--- src/rtl/umem_pkg.sv ---
package umem_pkg;
  // Which requester owns the read issued in a cycle
  typedef enum logic [1:0] {
    RD_NONE  = 2'd0,
    RD_FETCH = 2'd1,
    RD_DATA  = 2'd2
  } rd_owner_e;
endpackage

--- src/rtl/umem_rst_sync.sv ---
module umem_rst_sync #(
  parameter int STAGES = 2
) (
  input  logic clk,
  input  logic rst_n,
  output logic rst_sync_n
);
  logic [STAGES-1:0] sync_q;
  logic [STAGES-1:0] sync_d;

  always_comb begin
    sync_d = {sync_q[STAGES-2:0], 1'b1};
  end

  always_ff @(posedge clk or negedge rst_n) begin
    if (!rst_n) sync_q <= '0;
    else        sync_q <= sync_d;
  end

  assign rst_sync_n = sync_q[STAGES-1];
endmodule

--- src/rtl/umem_grant.sv ---
module umem_grant
  import umem_pkg::*;
#(
  parameter int AW = 8,
  parameter int DW = 32
) (
  input  logic          if_req,
  input  logic [AW-1:0] if_addr,
  input  logic          dm_req,
  input  logic          dm_we,
  input  logic [AW-1:0] dm_addr,
  input  logic [DW-1:0] dm_wdata,
  output logic          mem_en,
  output logic          mem_we,
  output logic [AW-1:0] mem_addr,
  output logic [DW-1:0] mem_wdata,
  output logic          if_stall,
  output rd_owner_e     owner_d
);
  logic fetch_win;

  always_comb begin
    // data stage has fixed priority; fetch wins only an empty cycle
    fetch_win = if_req & ~dm_req;
    if_stall  = if_req & dm_req;

    mem_en    = dm_req | if_req;
    mem_we    = dm_req & dm_we;
    mem_addr  = dm_req ? dm_addr : if_addr;
    mem_wdata = dm_req ? dm_wdata : '0;

    if (dm_req && !dm_we) owner_d = RD_DATA;
    else if (fetch_win)   owner_d = RD_FETCH;
    else                  owner_d = RD_NONE;
  end
endmodule

--- src/rtl/umem_return.sv ---
module umem_return
  import umem_pkg::*;
#(
  parameter int          DW       = 32,
  parameter logic [DW-1:0] NOP_WORD = '0
) (
  input  logic          clk,
  input  logic          rst_n,
  input  rd_owner_e     owner_d,
  input  logic [DW-1:0] mem_rdata,
  output logic [DW-1:0] if_rdata,
  output logic          if_rvalid,
  output logic [DW-1:0] dm_rdata,
  output logic          dm_rvalid
);
  rd_owner_e owner_q;
  rd_owner_e owner_nxt;
  logic      owner_en;

  always_comb begin
    owner_en  = 1'b1;
    owner_nxt = owner_d;
  end

  always_ff @(posedge clk or negedge rst_n) begin
    if (!rst_n)        owner_q <= RD_NONE;
    else if (owner_en) owner_q <= owner_nxt;
  end

  always_comb begin
    if_rvalid = (owner_q == RD_FETCH);
    dm_rvalid = (owner_q == RD_DATA);
    if_rdata  = if_rvalid ? mem_rdata : NOP_WORD;
    dm_rdata  = dm_rvalid ? mem_rdata : '0;
  end
endmodule

--- src/rtl/umem_arbiter.sv ---
module umem_arbiter
  import umem_pkg::*;
#(
  parameter int            AW       = 8,
  parameter int            DW       = 32,
  parameter logic [DW-1:0] NOP_WORD = '0
) (
  input  logic          clk,
  input  logic          rst_n,
  input  logic          if_req,
  input  logic [AW-1:0] if_addr,
  output logic [DW-1:0] if_rdata,
  output logic          if_rvalid,
  output logic          if_stall,
  input  logic          dm_req,
  input  logic          dm_we,
  input  logic [AW-1:0] dm_addr,
  input  logic [DW-1:0] dm_wdata,
  output logic [DW-1:0] dm_rdata,
  output logic          dm_rvalid,
  output logic          mem_en,
  output logic          mem_we,
  output logic [AW-1:0] mem_addr,
  output logic [DW-1:0] mem_wdata,
  input  logic [DW-1:0] mem_rdata
);
  logic      rst_sync_n;
  rd_owner_e owner_d;

  umem_rst_sync #(.STAGES(2)) u_rst (
    .clk        (clk),
    .rst_n      (rst_n),
    .rst_sync_n (rst_sync_n)
  );

  umem_grant #(.AW(AW), .DW(DW)) u_grant (
    .if_req    (if_req),
    .if_addr   (if_addr),
    .dm_req    (dm_req),
    .dm_we     (dm_we),
    .dm_addr   (dm_addr),
    .dm_wdata  (dm_wdata),
    .mem_en    (mem_en),
    .mem_we    (mem_we),
    .mem_addr  (mem_addr),
    .mem_wdata (mem_wdata),
    .if_stall  (if_stall),
    .owner_d   (owner_d)
  );

  umem_return #(.DW(DW), .NOP_WORD(NOP_WORD)) u_ret (
    .clk       (clk),
    .rst_n     (rst_sync_n),
    .owner_d   (owner_d),
    .mem_rdata (mem_rdata),
    .if_rdata  (if_rdata),
    .if_rvalid (if_rvalid),
    .dm_rdata  (dm_rdata),
    .dm_rvalid (dm_rvalid)
  );
endmodule

--- config.mk ---
export PLATFORM = sky130hd
export DESIGN_NAME = umem_arbiter
export DESIGN_NICKNAME = d
export VERILOG_FILES = /design/src/rtl/umem_pkg.sv /design/src/rtl/umem_rst_sync.sv /design/src/rtl/umem_grant.sv /design/src/rtl/umem_return.sv /design/src/rtl/umem_arbiter.sv
export SDC_FILE = /design/constraint.sdc
export NUM_CORES = 1
export LEC_CHECK = 0
export ABC_AREA = 1
export BUFFER_PORTS_ARGS = -buffer_cell sky130_fd_sc_hd__clkbuf_2
export CAP_MARGIN = 5
export CORE_AREA = 2 2 75 77
export DETAILED_ROUTE_END_ITERATION = 10
export DIE_AREA = 0 0 77 79
export HOLD_SLACK_MARGIN = 0.08
export SETUP_SLACK_MARGIN = 0.15
export SLEW_MARGIN = 20
export SYNTH_ARGS = -nofsm -noshare
export SYNTH_HDL_FRONTEND = slang
export SYNTH_SLANG_ARGS = --single-unit
--- constraint.sdc ---
create_clock -name clk -period 1.8 [get_ports clk]
set_clock_uncertainty 0.2 [all_clocks]
set_input_delay 0.09 -clock clk [delete_from_list [all_inputs] [get_ports clk]]
set_output_delay 0.09 -clock clk [all_outputs]
set_load 0.03 [all_outputs]
Word level (Yosys, flattened, before mapping)
Cells that the tools add are included.
{ "op_classes": {"bitwise": 5, "n_mux": 6, "shifts": 0, "mul": 0, "n_reduce_logical": 2, "addsub": 0, "div_mod_pow": 0, "eq_ne": 2, "order_cmp": 0} }
{ "op_table": {"columns": ["cell", "count"], "rows": [
  ["32-bit 2-to-1 mux", 3],
  ["8-bit 2-to-1 mux", 1],
  ["1-bit bitwise AND", 3],
  ["2-bit by 1-bit == test with 1-bit output, second input constant", 1],
  ["2-bit == test, second input constant", 1],
  ["2-bit 2-to-1 mux", 1],
  ["1-bit logical AND", 1],
  ["1-bit zero test", 1],
  ["1-bit 2-to-1 mux", 1],
  ["1-bit NOT", 1],
  ["1-bit OR", 1]
]} }
{ "totals": {"ram_bits": 0, "memories": 0, "in_bits": 85, "ff_bits": 4, "rom_bits": 0, "word_cells": 17, "output_inout_bits": 109, "latchBits": 0} }

Depth between registers and ports, before layout
{ "depth": {"word_depth": 4, "ltp_mapped": 4, "mapped_depth_nobuf": 3} }

Modules after synthesis
Synthesis repeated with hierarchy kept, for this count alone.
{ "unflattened": {"cells_unflattened": 215, "area_unflattened_um2": 999.7} }
{ "modules_own_cells": {"columns": ["mod", "seq_area_each_um2", "instances", "area_each_um2", "cells_per_inst"], "rows": [
  ["umem_return", 50.0, 1, 525.5, 110],
  ["umem_grant", 0.0, 1, 420.4, 102],
  ["umem_rst_sync", 50.0, 1, 53.8, 3]
]} }

Least setup slack after synthesis
No wires, ideal clock.
{ "synth_path": {"path_kind": "reg-to-output", "startpoint": "register u_ret.owner_q[0]", "endpoint": "output dm_rdata[22]", "path_buffers": 1, "stages_incl_launch_ff": 5, "slack_ns": 0.433, "arrival_ns": 1.077, "cell_sequence": "dfrtp_1 inv_2 nand2_4 buf_6 nor2_1"} }
{ "synth_between": {"elab_chain_cells": 2} }
{ "synth_rtl": {"columns": ["element", "line_no", "source"], "rows": [
  ["start: declaration", "umem_return.sv:16", "rd_owner_e owner_q;"],
  ["start signal: assignment", "umem_return.sv:27", "else if (owner_en) owner_q <= owner_nxt;"],
  ["2-bit == test", "umem_return.sv:32", "dm_rvalid = (owner_q == RD_DATA);"],
  ["32-bit 2-to-1 mux", "umem_return.sv:34", "dm_rdata = dm_rvalid ? mem_rdata : '0;"],
  ["end: declaration", "umem_arbiter.sv:19", "output logic [DW-1:0] dm_rdata,"]
]} }
Every way passes these cells.

Worst setup path in the final report
{ "layout_path": {"startpoint": "register u_ret.owner_q[1]", "endpoint": "output if_rdata[26]"} }
{ "layout_between": {"elab_chain_cells": 2} }
{ "layout_rtl": {"columns": ["element", "line_no", "source"], "rows": [
  ["2-bit by 1-bit == test with 1-bit output", "umem_return.sv:31", "if_rvalid = (owner_q == RD_FETCH);"],
  ["32-bit 2-to-1 mux", "umem_return.sv:33", "if_rdata = if_rvalid ? mem_rdata : NOP_WORD;"],
  ["end: declaration", "umem_arbiter.sv:12", "output logic [DW-1:0] if_rdata,"]
]} }
Every way passes these cells.

==> impl_metrics.ini <==
[run_status]
status = completed

[floorplanning]
start_util_pct = 18.9
dieArea_um2 = 6080
ios = 194
num_rows = 27
die_w_um = 77
core_area_um2 = 5340
die_y_um = 79

[cells_and_area]
drive_above_1_share_pct = 53.0
fin_cells = 478
area_growth_pct = 105
final_area_um2 = 2070
num_antenna_cells = 0
fin_util_pct = 38.7
layout.nets = 493

[timing]
hold_violations = 0
rsz0062_at_grt = true
setup_violations = 0
fmax_mhz = 629
fin_crit_sh_pct = 88.3
slew_violations = 0
final.setup.tns_ns = 0
min_period_ns = 1.59

[run]
maxCapViolCount = 0

[cts]
cts_tree = yes
htreeDepth = 1
cts_inserted_buffers = 3
cts.sinks = 4
clockBufferDepth = 2
clock_latency_ns = 0.21
clkTransAtPathRegs_ns = 0.03
cts-root-buf = clkbuf_8
post_cts_resize_count = 0

[place]
place_congestion = 0.788
io_buffers = 193
dp_hpwl_um = 3990
dp.cells = 470
placed_cell_area_um2 = 1970

[power_and_ir_drop]
power_density_nw_per_um2 = 415
leakage_uw = 0.00171
power.total_uw = 857
peakVddDrop_v = 0.000180

[logic_synthesis]
syn_area_um2 = 1010
syn_area_per_cell_um2 = 4.68
syn-instance-count = 215
synth_nets = 300
synthDistinctLibCells = 11
ys_warn_count = 0
seq_area_frac_synth_pct = 9.94
synth.ff_latch_count = 4

[global_routing]
grt_pass1_wl_um = 6980
grt.total_usage_pct = 13.8
grt_overflow = 0
antenna_found_initial = 0
grt_max_degree = 34
first_global_vias = 1658

[critical_path]
cp-end-kind = primary output
worstPathRequired_ns = 1.51
cp_max_fo = 33
crit_type = flop to primary output
worstPathArrival_ns = 1.30
start_kind = flop

[routing]
via_per_inst = 3.83
drtIter0Drc = 22
postRouteAntennaNets = 0
avgRoutedWirePerCell_um = 9.35
dr.pass1.iters = 4
routed_wl_um = 4470
vias = 1830
drc = 0

[worst_hold_path]
hp-class = flop to flop
-- where the power goes --
| group | total [uW] | internal, uW | switching, uW |
|---|---|---|---|
| sequential | 98.3 | 95.2 | 3.14 |
| combinational | 579 | 185 | 394 |
| clock | 180 | 142 | 38.5 |
-- cell families after synthesis --
family	synth area share, %
other	0.372
AND/OR/NAND/NOR	52.0
flip-flops	9.94
buffers and inverters	37.6
-- Yosys cell counts, drive strengths merged --
master   n  area share, %
dfrtp    4            9.9
buf     11             11
inv     72             27
conb     1           0.37
nand2   61             24
nor2    66             28
-- final timing paths --
path,start,end,slack [ns],depth (start not counted)
max,u_ret.owner_q[1],if_rdata[26],0.21,4
min,u_rst.sync_q[0],u_rst.sync_q[1],0.14,0
max reg2reg,u_rst.sync_q[1],u_ret.owner_q[1],0.92,1
min reg2reg,u_rst.sync_q[0],u_rst.sync_q[1],0.14,0
max in group asynchronous,rst_n,u_rst.sync_q[0],0.73,3
min in group asynchronous,u_rst.sync_q[1],u_ret.owner_q[0],0.35,1
-- cell usage in the layout (no fill, tap or decap), types with 2 or more instances in the layout --
| cell type | Yosys | final |
|---|---|---|
| clkbuf_2 | 0 | 193 |
| clkbuf_8 | 0 | 3 |
| dfrtp_1 | 4 | 4 |
| dlygate4sd3_1 | 0 | 5 |
| inv_1 | 69 | 69 |
| inv_2 | 3 | 3 |
| nand2_1 | 59 | 59 |
| nand2_4 | 2 | 2 |
| nor2_1 | 53 | 53 |
| nor2_2 | 13 | 13 |
-- cell type report --
class / count / area, um2
fill: 616 / 3270
timing repair buffer: 199 / 1040
multi-input combinational: 128 / 528
inverter: 72 / 270
sequential: 4 / 100
tap: 72 / 90.1
clock buffer: 3 / 41.3
-- per-stage QoR --
stage               setup WS (ns)  hold slack, ns
finish                      0.210           0.142
global route                0.111           0.158
CTS                         0.196           0.146
detailed placement          0.423          -0.323
global placement            0.436          -0.324
floorplan                   0.433          -0.406
-- critical path: stages (launching register included) --
cell and delay (ns):
dfrtp_1 0.40, inv_2 0.08, nand2_4 0.21, nor2_1 0.17
clkbuf_2 0.22
-- state kept, by name, indices dropped and copies added, names as in the netlist --
signal / count
u_ret.owner_q: 2
u_rst.sync_q: 2
-- routing by layer --
layer	vias to the layer above	part of all wire, %	global-route usage [%]
met1	769	38	14.0
li1	943	-	-
met5	-	0	0
met2	116	49	27.2
met3	2	12	4.09
met4	0	0.51	3.57
-- repair_timing --
item	in CTS	in global routing
buffers inserted	0	0
endpoints found under the setup margin	0	23
hold buffers	5	0
endpoints found under the hold margin	6	0
(Power assumes the default switching activity.)
